===== src/rtl/i2cStsPkg.sv =====
package i2cStsPkg;

  // strobes from the control FSM to the bit engine
  typedef struct packed {
    logic start;
    logic stop;
    logic byteGo;
    logic rxMode;
    logic ackOut;
  } dpCmd_t;

  localparam logic [1:0] REG_DATA   = 2'd0;
  localparam logic [1:0] REG_CTL    = 2'd1;
  localparam logic [1:0] REG_STATUS = 2'd2;

  localparam int CTL_ACK   = 0;
  localparam int CTL_STOP  = 1;
  localparam int CTL_START = 2;
  localparam int CTL_FLAG  = 3;

  localparam logic [7:0] ST_START   = 8'h08;
  localparam logic [7:0] ST_AW_ACK  = 8'h18;
  localparam logic [7:0] ST_AW_NACK = 8'h20;
  localparam logic [7:0] ST_TX_ACK  = 8'h28;
  localparam logic [7:0] ST_TX_NACK = 8'h30;
  localparam logic [7:0] ST_LOST    = 8'h38;
  localparam logic [7:0] ST_AR_ACK  = 8'h40;
  localparam logic [7:0] ST_AR_NACK = 8'h48;
  localparam logic [7:0] ST_RX_ACK  = 8'h50;
  localparam logic [7:0] ST_RX_NACK = 8'h58;
  localparam logic [7:0] ST_IDLE    = 8'hF8;

endpackage


===== src/rtl/i2cStsBitEngine.sv =====
module i2cStsBitEngine
  import i2cStsPkg::*;
#(
  parameter int QUARTER = 25
) (
  input  logic       clk,
  input  logic       rstN,
  input  dpCmd_t     cmd,
  input  logic [7:0] txByte,
  input  logic       sdaIn,
  output logic       sclLow,
  output logic       sdaLow,
  output logic       done,
  output logic       lost,
  output logic       ackIn,
  output logic [7:0] rxByte
);

  localparam int DIV_W = (QUARTER > 1) ? $clog2(QUARTER) : 1;
  localparam logic [DIV_W-1:0] DIV_LAST = DIV_W'(QUARTER - 1);
  localparam logic [3:0] ACK_BIT = 4'd8;

  typedef enum logic [1:0] {opIdle, opStart, opStop, opByte} op_e;

  op_e             op;
  logic [1:0]      phase;
  logic [3:0]      bitCnt;
  logic [DIV_W-1:0] divCnt;
  logic [7:0]      shiftReg;
  logic            rxMode;
  logic            ackOutQ;
  logic            tick;

  assign tick   = (divCnt == DIV_LAST);
  assign rxByte = shiftReg;

  always_ff @(posedge clk) begin
    if (!rstN) begin
      op       <= opIdle;
      phase    <= '0;
      bitCnt   <= '0;
      divCnt   <= '0;
      sclLow   <= 1'b0;
      sdaLow   <= 1'b0;
      shiftReg <= '0;
      rxMode   <= 1'b0;
      ackOutQ  <= 1'b0;
      ackIn    <= 1'b0;
      lost     <= 1'b0;
      done     <= 1'b0;
    end else begin
      done <= 1'b0;
      if (op == opIdle) begin
        divCnt <= '0;
        phase  <= '0;
        bitCnt <= '0;
        if (cmd.start) begin
          op   <= opStart;
          lost <= 1'b0;
        end else if (cmd.stop) begin
          op <= opStop;
        end else if (cmd.byteGo) begin
          op       <= opByte;
          shiftReg <= txByte;
          rxMode   <= cmd.rxMode;
          ackOutQ  <= cmd.ackOut;
          lost     <= 1'b0;
        end
      end else if (tick) begin
        divCnt <= '0;
        phase  <= phase + 2'd1;
        unique case (op)
          opStart: begin
            unique case (phase)
              2'd0: sdaLow <= 1'b0;
              2'd1: sclLow <= 1'b0;
              2'd2: sdaLow <= 1'b1;
              default: begin
                sclLow <= 1'b1;
                op     <= opIdle;
                done   <= 1'b1;
              end
            endcase
          end
          opStop: begin
            unique case (phase)
              2'd0: sdaLow <= 1'b1;
              2'd1: sclLow <= 1'b0;
              2'd2: sdaLow <= 1'b0;
              default: begin
                op   <= opIdle;
                done <= 1'b1;
              end
            endcase
          end
          default: begin
            unique case (phase)
              2'd0: sdaLow <= (bitCnt == ACK_BIT) ? (rxMode & ackOutQ)
                                                  : (!rxMode & !shiftReg[7]);
              2'd1: sclLow <= 1'b0;
              2'd2: begin
                if (bitCnt == ACK_BIT) begin
                  ackIn <= !sdaIn;
                end else if (!rxMode && shiftReg[7] && !sdaIn) begin
                  lost   <= 1'b1;
                  sclLow <= 1'b0;
                  sdaLow <= 1'b0;
                  op     <= opIdle;
                  done   <= 1'b1;
                end else begin
                  shiftReg <= {shiftReg[6:0], sdaIn};
                end
              end
              default: begin
                sclLow <= 1'b1;
                if (bitCnt == ACK_BIT) begin
                  op   <= opIdle;
                  done <= 1'b1;
                end else begin
                  bitCnt <= bitCnt + 4'd1;
                end
              end
            endcase
          end
        endcase
      end else begin
        divCnt <= divCnt + 1'b1;
      end
    end
  end

  // a lost master must have let go of both lines when it reports
  assert_lost_release_R7: assert property (@(posedge clk) disable iff (!rstN)
    (done && lost) |-> (!sclLow && !sdaLow));

  // in receive mode no data bit is ever driven low by the master
  assert_rx_no_drive_R6: assert property (@(posedge clk) disable iff (!rstN)
    (op == opByte && rxMode && bitCnt != ACK_BIT && phase == 2'd2) |-> !sdaLow);

endmodule


===== src/rtl/i2cStsCtrl.sv =====
module i2cStsCtrl
  import i2cStsPkg::*;
(
  input  logic       clk,
  input  logic       rstN,
  input  logic       regWe,
  input  logic [1:0] regAddr,
  input  logic [7:0] regWdata,
  output logic [7:0] regRdata,
  output logic       flag,
  output logic [7:0] statusCode,
  output dpCmd_t     cmd,
  output logic [7:0] txByte,
  input  logic       busFree,
  input  logic       dpDone,
  input  logic       dpLost,
  input  logic       dpAckIn,
  input  logic [7:0] dpRxByte
);

  typedef enum logic [1:0] {cIdle, cBusy, cHold} state_e;
  typedef enum logic [2:0] {pStart, pAddr, pTx, pRx, pStop} pend_e;
  typedef enum logic [1:0] {nxAddr, nxTx, nxRx, nxLost} next_e;

  state_e     state;
  pend_e      pend;
  next_e      nextAct;
  logic [7:0] dataReg;
  logic       ackEn, stopReq, startReq, readMode, ackSent;

  assign txByte = dataReg;

  always_comb begin
    unique case (regAddr)
      REG_DATA:   regRdata = dataReg;
      REG_CTL:    regRdata = {4'b0, flag, startReq, stopReq, ackEn};
      REG_STATUS: regRdata = statusCode;
      default:    regRdata = 8'h00;
    endcase
  end

  always_ff @(posedge clk) begin
    if (!rstN) begin
      state      <= cIdle;
      pend       <= pStart;
      nextAct    <= nxAddr;
      dataReg    <= '0;
      ackEn      <= 1'b0;
      stopReq    <= 1'b0;
      startReq   <= 1'b0;
      readMode   <= 1'b0;
      ackSent    <= 1'b0;
      flag       <= 1'b0;
      statusCode <= ST_IDLE;
      cmd        <= '0;
    end else begin
      cmd <= '0;
      if (regWe) begin
        if (regAddr == REG_DATA) dataReg <= regWdata;
        if (regAddr == REG_CTL) begin
          ackEn    <= regWdata[CTL_ACK];
          stopReq  <= regWdata[CTL_STOP];
          startReq <= regWdata[CTL_START];
          if (!regWdata[CTL_FLAG]) flag <= 1'b0;
        end
      end
      unique case (state)
        cIdle: begin
          if (startReq && busFree) begin
            cmd.start <= 1'b1;
            startReq  <= 1'b0;
            pend      <= pStart;
            state     <= cBusy;
          end else if (stopReq) begin
            stopReq <= 1'b0;
          end
        end
        cBusy: begin
          if (dpDone) begin
            state <= cHold;
            flag  <= 1'b1;
            unique case (pend)
              pStart: begin
                statusCode <= ST_START;
                nextAct    <= nxAddr;
              end
              pAddr: begin
                if (dpLost) begin
                  statusCode <= ST_LOST;
                  nextAct    <= nxLost;
                end else if (readMode) begin
                  statusCode <= dpAckIn ? ST_AR_ACK : ST_AR_NACK;
                  nextAct    <= nxRx;
                end else begin
                  statusCode <= dpAckIn ? ST_AW_ACK : ST_AW_NACK;
                  nextAct    <= nxTx;
                end
              end
              pTx: begin
                if (dpLost) begin
                  statusCode <= ST_LOST;
                  nextAct    <= nxLost;
                end else begin
                  statusCode <= dpAckIn ? ST_TX_ACK : ST_TX_NACK;
                end
              end
              pRx: begin
                dataReg    <= dpRxByte;
                statusCode <= ackSent ? ST_RX_ACK : ST_RX_NACK;
              end
              default: begin
                flag       <= 1'b0;
                state      <= cIdle;
                statusCode <= ST_IDLE;
              end
            endcase
          end
        end
        default: begin
          if (!flag) begin
            if (nextAct == nxLost) begin
              state      <= cIdle;
              statusCode <= ST_IDLE;
              stopReq    <= 1'b0;
            end else if (stopReq) begin
              cmd.stop <= 1'b1;
              stopReq  <= 1'b0;
              pend     <= pStop;
              state    <= cBusy;
            end else if (startReq) begin
              cmd.start <= 1'b1;
              startReq  <= 1'b0;
              pend      <= pStart;
              state     <= cBusy;
            end else begin
              state      <= cBusy;
              cmd.byteGo <= 1'b1;
              unique case (nextAct)
                nxAddr: begin
                  readMode <= dataReg[0];
                  pend     <= pAddr;
                end
                nxTx: pend <= pTx;
                default: begin
                  cmd.rxMode <= 1'b1;
                  cmd.ackOut <= ackEn;
                  ackSent    <= ackEn;
                  pend       <= pRx;
                end
              endcase
            end
          end
        end
      endcase
    end
  end

  assert_idle_flag_low_R3: assert property (@(posedge clk) disable iff (!rstN)
    (state == cIdle) |-> !flag);

  assert_stop_selfclear_R9: assert property (@(posedge clk) disable iff (!rstN)
    (state == cBusy && pend == pStop && !regWe) |-> !stopReq);

endmodule


===== src/rtl/i2cStsMaster.sv =====
module i2cStsMaster
  import i2cStsPkg::*;
#(
  parameter int QUARTER = 25
) (
  input  logic       clk,
  input  logic       rstN,
  input  logic       regWe,
  input  logic [1:0] regAddr,
  input  logic [7:0] regWdata,
  output logic [7:0] regRdata,
  output logic       irq,
  input  logic       sclIn,
  input  logic       sdaIn,
  output logic       sclLow,
  output logic       sdaLow
);

  dpCmd_t     cmd;
  logic [7:0] txByte, rxByte, statusCode;
  logic       dpDone, dpLost, dpAckIn;

  i2cStsCtrl u_ctrl (
    .clk(clk), .rstN(rstN),
    .regWe(regWe), .regAddr(regAddr), .regWdata(regWdata), .regRdata(regRdata),
    .flag(irq), .statusCode(statusCode),
    .cmd(cmd), .txByte(txByte),
    .busFree(sclIn & sdaIn),
    .dpDone(dpDone), .dpLost(dpLost), .dpAckIn(dpAckIn), .dpRxByte(rxByte)
  );

  i2cStsBitEngine #(.QUARTER(QUARTER)) u_engine (
    .clk(clk), .rstN(rstN),
    .cmd(cmd), .txByte(txByte), .sdaIn(sdaIn),
    .sclLow(sclLow), .sdaLow(sdaLow),
    .done(dpDone), .lost(dpLost), .ackIn(dpAckIn), .rxByte(rxByte)
  );

  // parked while the flag is up: the bus is frozen
  assert_hold_quiet_R10: assert property (@(posedge clk) disable iff (!rstN)
    (irq && $past(irq)) |-> ($stable(sclLow) && $stable(sdaLow)));

  // a reported START leaves the master holding both lines low
  assert_start_lines_R2: assert property (@(posedge clk) disable iff (!rstN)
    ($rose(irq) && statusCode == ST_START) |-> (sclLow && sdaLow));

endmodule


===== config.mk =====
export PLATFORM = sky130hd
export DESIGN_NAME = i2cStsMaster
export DESIGN_NICKNAME = d
export VERILOG_FILES = /design/src/rtl/i2cStsPkg.sv /design/src/rtl/i2cStsBitEngine.sv /design/src/rtl/i2cStsCtrl.sv /design/src/rtl/i2cStsMaster.sv
export SDC_FILE = /design/constraint.sdc
export NUM_CORES = 1
export LEC_CHECK = 0
export BUFFER_PORTS_ARGS = -buffer_cell sky130_fd_sc_hd__buf_2
export CORE_MARGIN = 4
export CORE_UTILIZATION = 43
export DETAILED_ROUTE_END_ITERATION = 10
export PLACE_DENSITY_LB_ADDON = 0.15
export SETUP_SLACK_MARGIN = 0.3
export SYNTH_ARGS = -nofsm -noshare
export SYNTH_HDL_FRONTEND = slang
export SYNTH_SLANG_ARGS = --single-unit

===== constraint.sdc =====
create_clock -name clk -period 4.75 [get_ports clk]
set_input_delay 0 -clock clk [delete_from_list [all_inputs] [get_ports clk]]
set_output_delay 0 -clock clk [all_outputs]
set_load 0.01 [all_outputs]

==> results.py <==
metrics = {
    "routing": {
        "drcViolationCount": 0,
        "drtIter0Drc": 136,
        "wl_um": 7090,
        "via_per_inst": 5.40,
        "dr.pass1.iters": 4,
        "final_antenna_net_count": 0,
        "wl_per_cell_um": 15.0,
        "vias": 2551,
    },
    "pwr": {
        "vdd_ir_drop_max_mv": 0.166,
        "pwr-share-seq": 0.476,
        "leakagePower_nw": 1.46,
        "clock_power_share": 0.437,
        "p_per_area_nw_per_um2": 303,
        "p_comb_frac": 0.087,
        "p_sw_mw": 0.259,
        "total_power_mw": 1.07,
        "swShare": 0.243,
        "p_int_mw": 0.807,
    },
    "timing": {
        "hold_viol": 0,
        "finalCritPeriodShare": 0.519,
        "period_needed_ns": 2.46,
        "max_freq_mhz": 406,
        "rsz0062_at_grt": "false",
        "finalClockSkew_ns": 0.0113,
        "fin_ws_ns": 2.29,
        "drv_slew": 0,
        "setup_violations": 0,
        "whs_ns": 0.0121,
        "worst_pin_slew_ns": 0.753,
        "setup_tns_ns": 0,
        "slew_headroom": 0.494,
    },
    "placed_design": {
        "place_hpwl_um": 5090,
        "gp_congestion": 0.800,
        "io_buffers": 25,
        "dp.cells": 455,
        "place_ws_ns": 2.30,
    },
    "floorplanning": {
        "die_height_um": 93.4,
        "io_pins": 26,
        "die_x_um": 93.4,
        "initial_utilization": 0.451,
        "num_rows": 30,
        "core_area_sq_um": 6940,
        "dieArea_sq_um": 8720,
    },
    "logic_synthesis": {
        "synth.most_common_cell": "dfxtp_1",
        "synth_top_cell_by_area": "dfxtp_1",
        "synth_top_cell_area_share": 0.377,
        "synthTopCellsByCount": "59 x dfxtp_1, 44 x nor2_1, 33 x mux2i_1",
        "synth-seq-cells": 59,
        "synth.avg_cell_area_sq_um": 8.93,
        "yosysWarningCount": 0,
        "synth_edf_count": 0,
        "synth_top_family_by_area": "simple AND/OR/NAND/NOR gates",
        "synthMuxAreaShare": 0.109,
        "synthXorXnorAreaFrac": 0.0140,
        "synthAdderAreaFrac": 0.0559,
        "synthFlopType": "dfxtp_1",
        "synthesis.nets": 380,
        "syn-cell-area_sq_um": 3130,
        "async_flop_share": 0,
        "post_synth_num_cell_types": 58,
        "synth_compound_area_frac": 0.175,
        "ys_seq_area_frac": 0.377,
        "synth_area_leaders": "dfxtp_1 38%, mux2i_1 11%, ha_1 5.6%",
        "syn_inst": 351,
        "yosys.area_share.simple": 0.220,
    },
    "global_route": {
        "grt_pass1_vias": 2429,
        "grt_pass1_wl_um": 12000,
        "grtUsageTotal": 0.174,
        "antenna_found_initial": 0,
        "grt_max_degree": 29,
        "gr-total-overflow": 0,
    },
    "critical_path": {
        "arrival_ns": 2.69,
        "cp.depth": 6,
        "endpoint_kind": "flop",
        "reg2reg_slack_ns": 2.29,
        "r2r_cells": 6,
        "critical_path.top_delay_family": "simple AND/OR/NAND/NOR gates",
        "cp_num_buf_inv": 1,
        "startpoint_type": "flop",
        "critPathMaxStageDelay_ns": 0.57,
        "cp.required_ns": 4.98,
        "crit_type": "reg -> reg",
        "crit_chain": "inv_1, ha_1, or3b_4, nor4_4, o21ai_1, o311a_1",
        "crit_path_top_delay_cell": "nor4_4",
        "critPathMaxFanout": 17,
    },
    "clock_network": {
        "clock_latency_ns": 0.33,
        "cts_tree": "yes",
        "cts_buffers": 9,
        "cts_max_level": 3,
        "cts_sinks": 59,
        "clockBufferDepth": 2,
        "path_clk_slew_ns": 0.07,
        "root_buffer": "clkbuf_8",
    },
    "cells_and_area": {
        "n_antenna_cell": 0,
        "drive_gt1_frac": 0.136,
        "layoutNonFillerInstCount": 472,
        "nNetsFinal": 401,
        "areaGrowthSynthToFinish_pct": 12.2,
    },
    "worst_hold_path": {
        "hp-class": "in -> reg",
        "hold-path-cell-count": 3,
    },
    "run_status": {
        "status": "finished clean",
    },
    "job": {
        "drv_cap": 0,
    },
}
[flip-flops by register name, summed over array words and instances (netlist names), 2 cells and up]
signal,cells
u_ctrl.cmd,5
u_ctrl.nextAct,2
u_ctrl.pend,3
u_ctrl.state,2
u_ctrl.statusCode,5
u_ctrl.txByte,8
u_engine.bitCnt,4
u_engine.divCnt,5
u_engine.op,2
u_engine.phase,2
u_engine.rxByte,8
[power by group through the flow]
stage | clock network, mW | logic (mW) | registers, mW
4_1_cts | 0.479 | 0.0932 | 0.507
3_5_place_dp | 0 | 0.0914 | 0.518
2_1_floorplan | 0 | 0.0715 | 0.516
6_report | 0.466 | 0.0927 | 0.507
3_3_place_gp | 0 | 0.0915 | 0.518
5_1_grt | 0.504 | 0.103 | 0.508
[cells by family (layout without fill, tap and decap cells)]
group,after synthesis,in the layout
adders and majority gates,14,14
xor gates and xnor gates,5,5
and+or+nand+nor,123,123
DFF,59,59
muxes,34,34
buffers and inverters,35,60
AOI/OAI and AO/OA,81,81
[routing by layer]
layer  vias to the layer above  share of wire  global-route usage
li1                       1305              -                   -
met1                      1200           0.52               0.249
met2                        38           0.43               0.258
met3                         8          0.038              0.0394
met4                         0          0.010              0.0549
met5                         -              0                   0
[worst reg2reg max path, stage by stage, from the launching register on]
cell and delay, ns:
dfxtp_1 0.39, inv_1 0.10, ha_1 0.46, or3b_4 0.51, nor4_4 0.57, o21ai_1 0.17, o311a_1 0.15
[layout make-up]
type	instances	area, sq um
multi-input cells	257	1800
fillers	667	3430
clock buffers	11	151
repair buffers	28	153
well taps	96	120
flip-flops and latches	59	1180
clock inverters	4	50.0
inverters	17	63.8
[cell usage in the layout (no fill, tap or decap), types with 9 or more instances in the layout]
master	synthesis	routed
nand2_1	13	13
a21oi_1	14	14
nor3_1	9	9
nor2_1	44	44
buf_2	5	25
clkbuf_8	0	11
mux2i_1	33	33
o21ai_1	14	14
o21ai_0	13	13
inv_1	16	16
o311a_1	9	9
dfxtp_1	59	59
ha_1	14	14
a211oi_1	10	10
[timing repair]
item                                   CTS  global route
buffers inserted                         0             0
resized for setup                        0             0
hold buffers                             2             0
endpoints found under the hold margin    2             0
[worst paths after layout]
| path | startpoint | endpoint |
|---|---|---|
| worst min-delay path | regWdata[1] | u_ctrl.stopReq |
| worst max-delay path | u_engine.op[0] | u_engine.rxByte[6] |
| worst min register to register | u_engine.sclLow | u_engine.sclLow |
| worst max register to register | u_engine.op[0] | u_engine.rxByte[6] |
[per-stage QoR]
step / area, sq um / util
after CTS: 3510 / 0.506
after detailed placement: 3290 / 0.474
after global routing: 3510 / 0.506
after global placement: 3290 / 0.474
after floorplan: 3130 / -
final: 3510 / 0.506
Power figures use the tool's default switching activity.
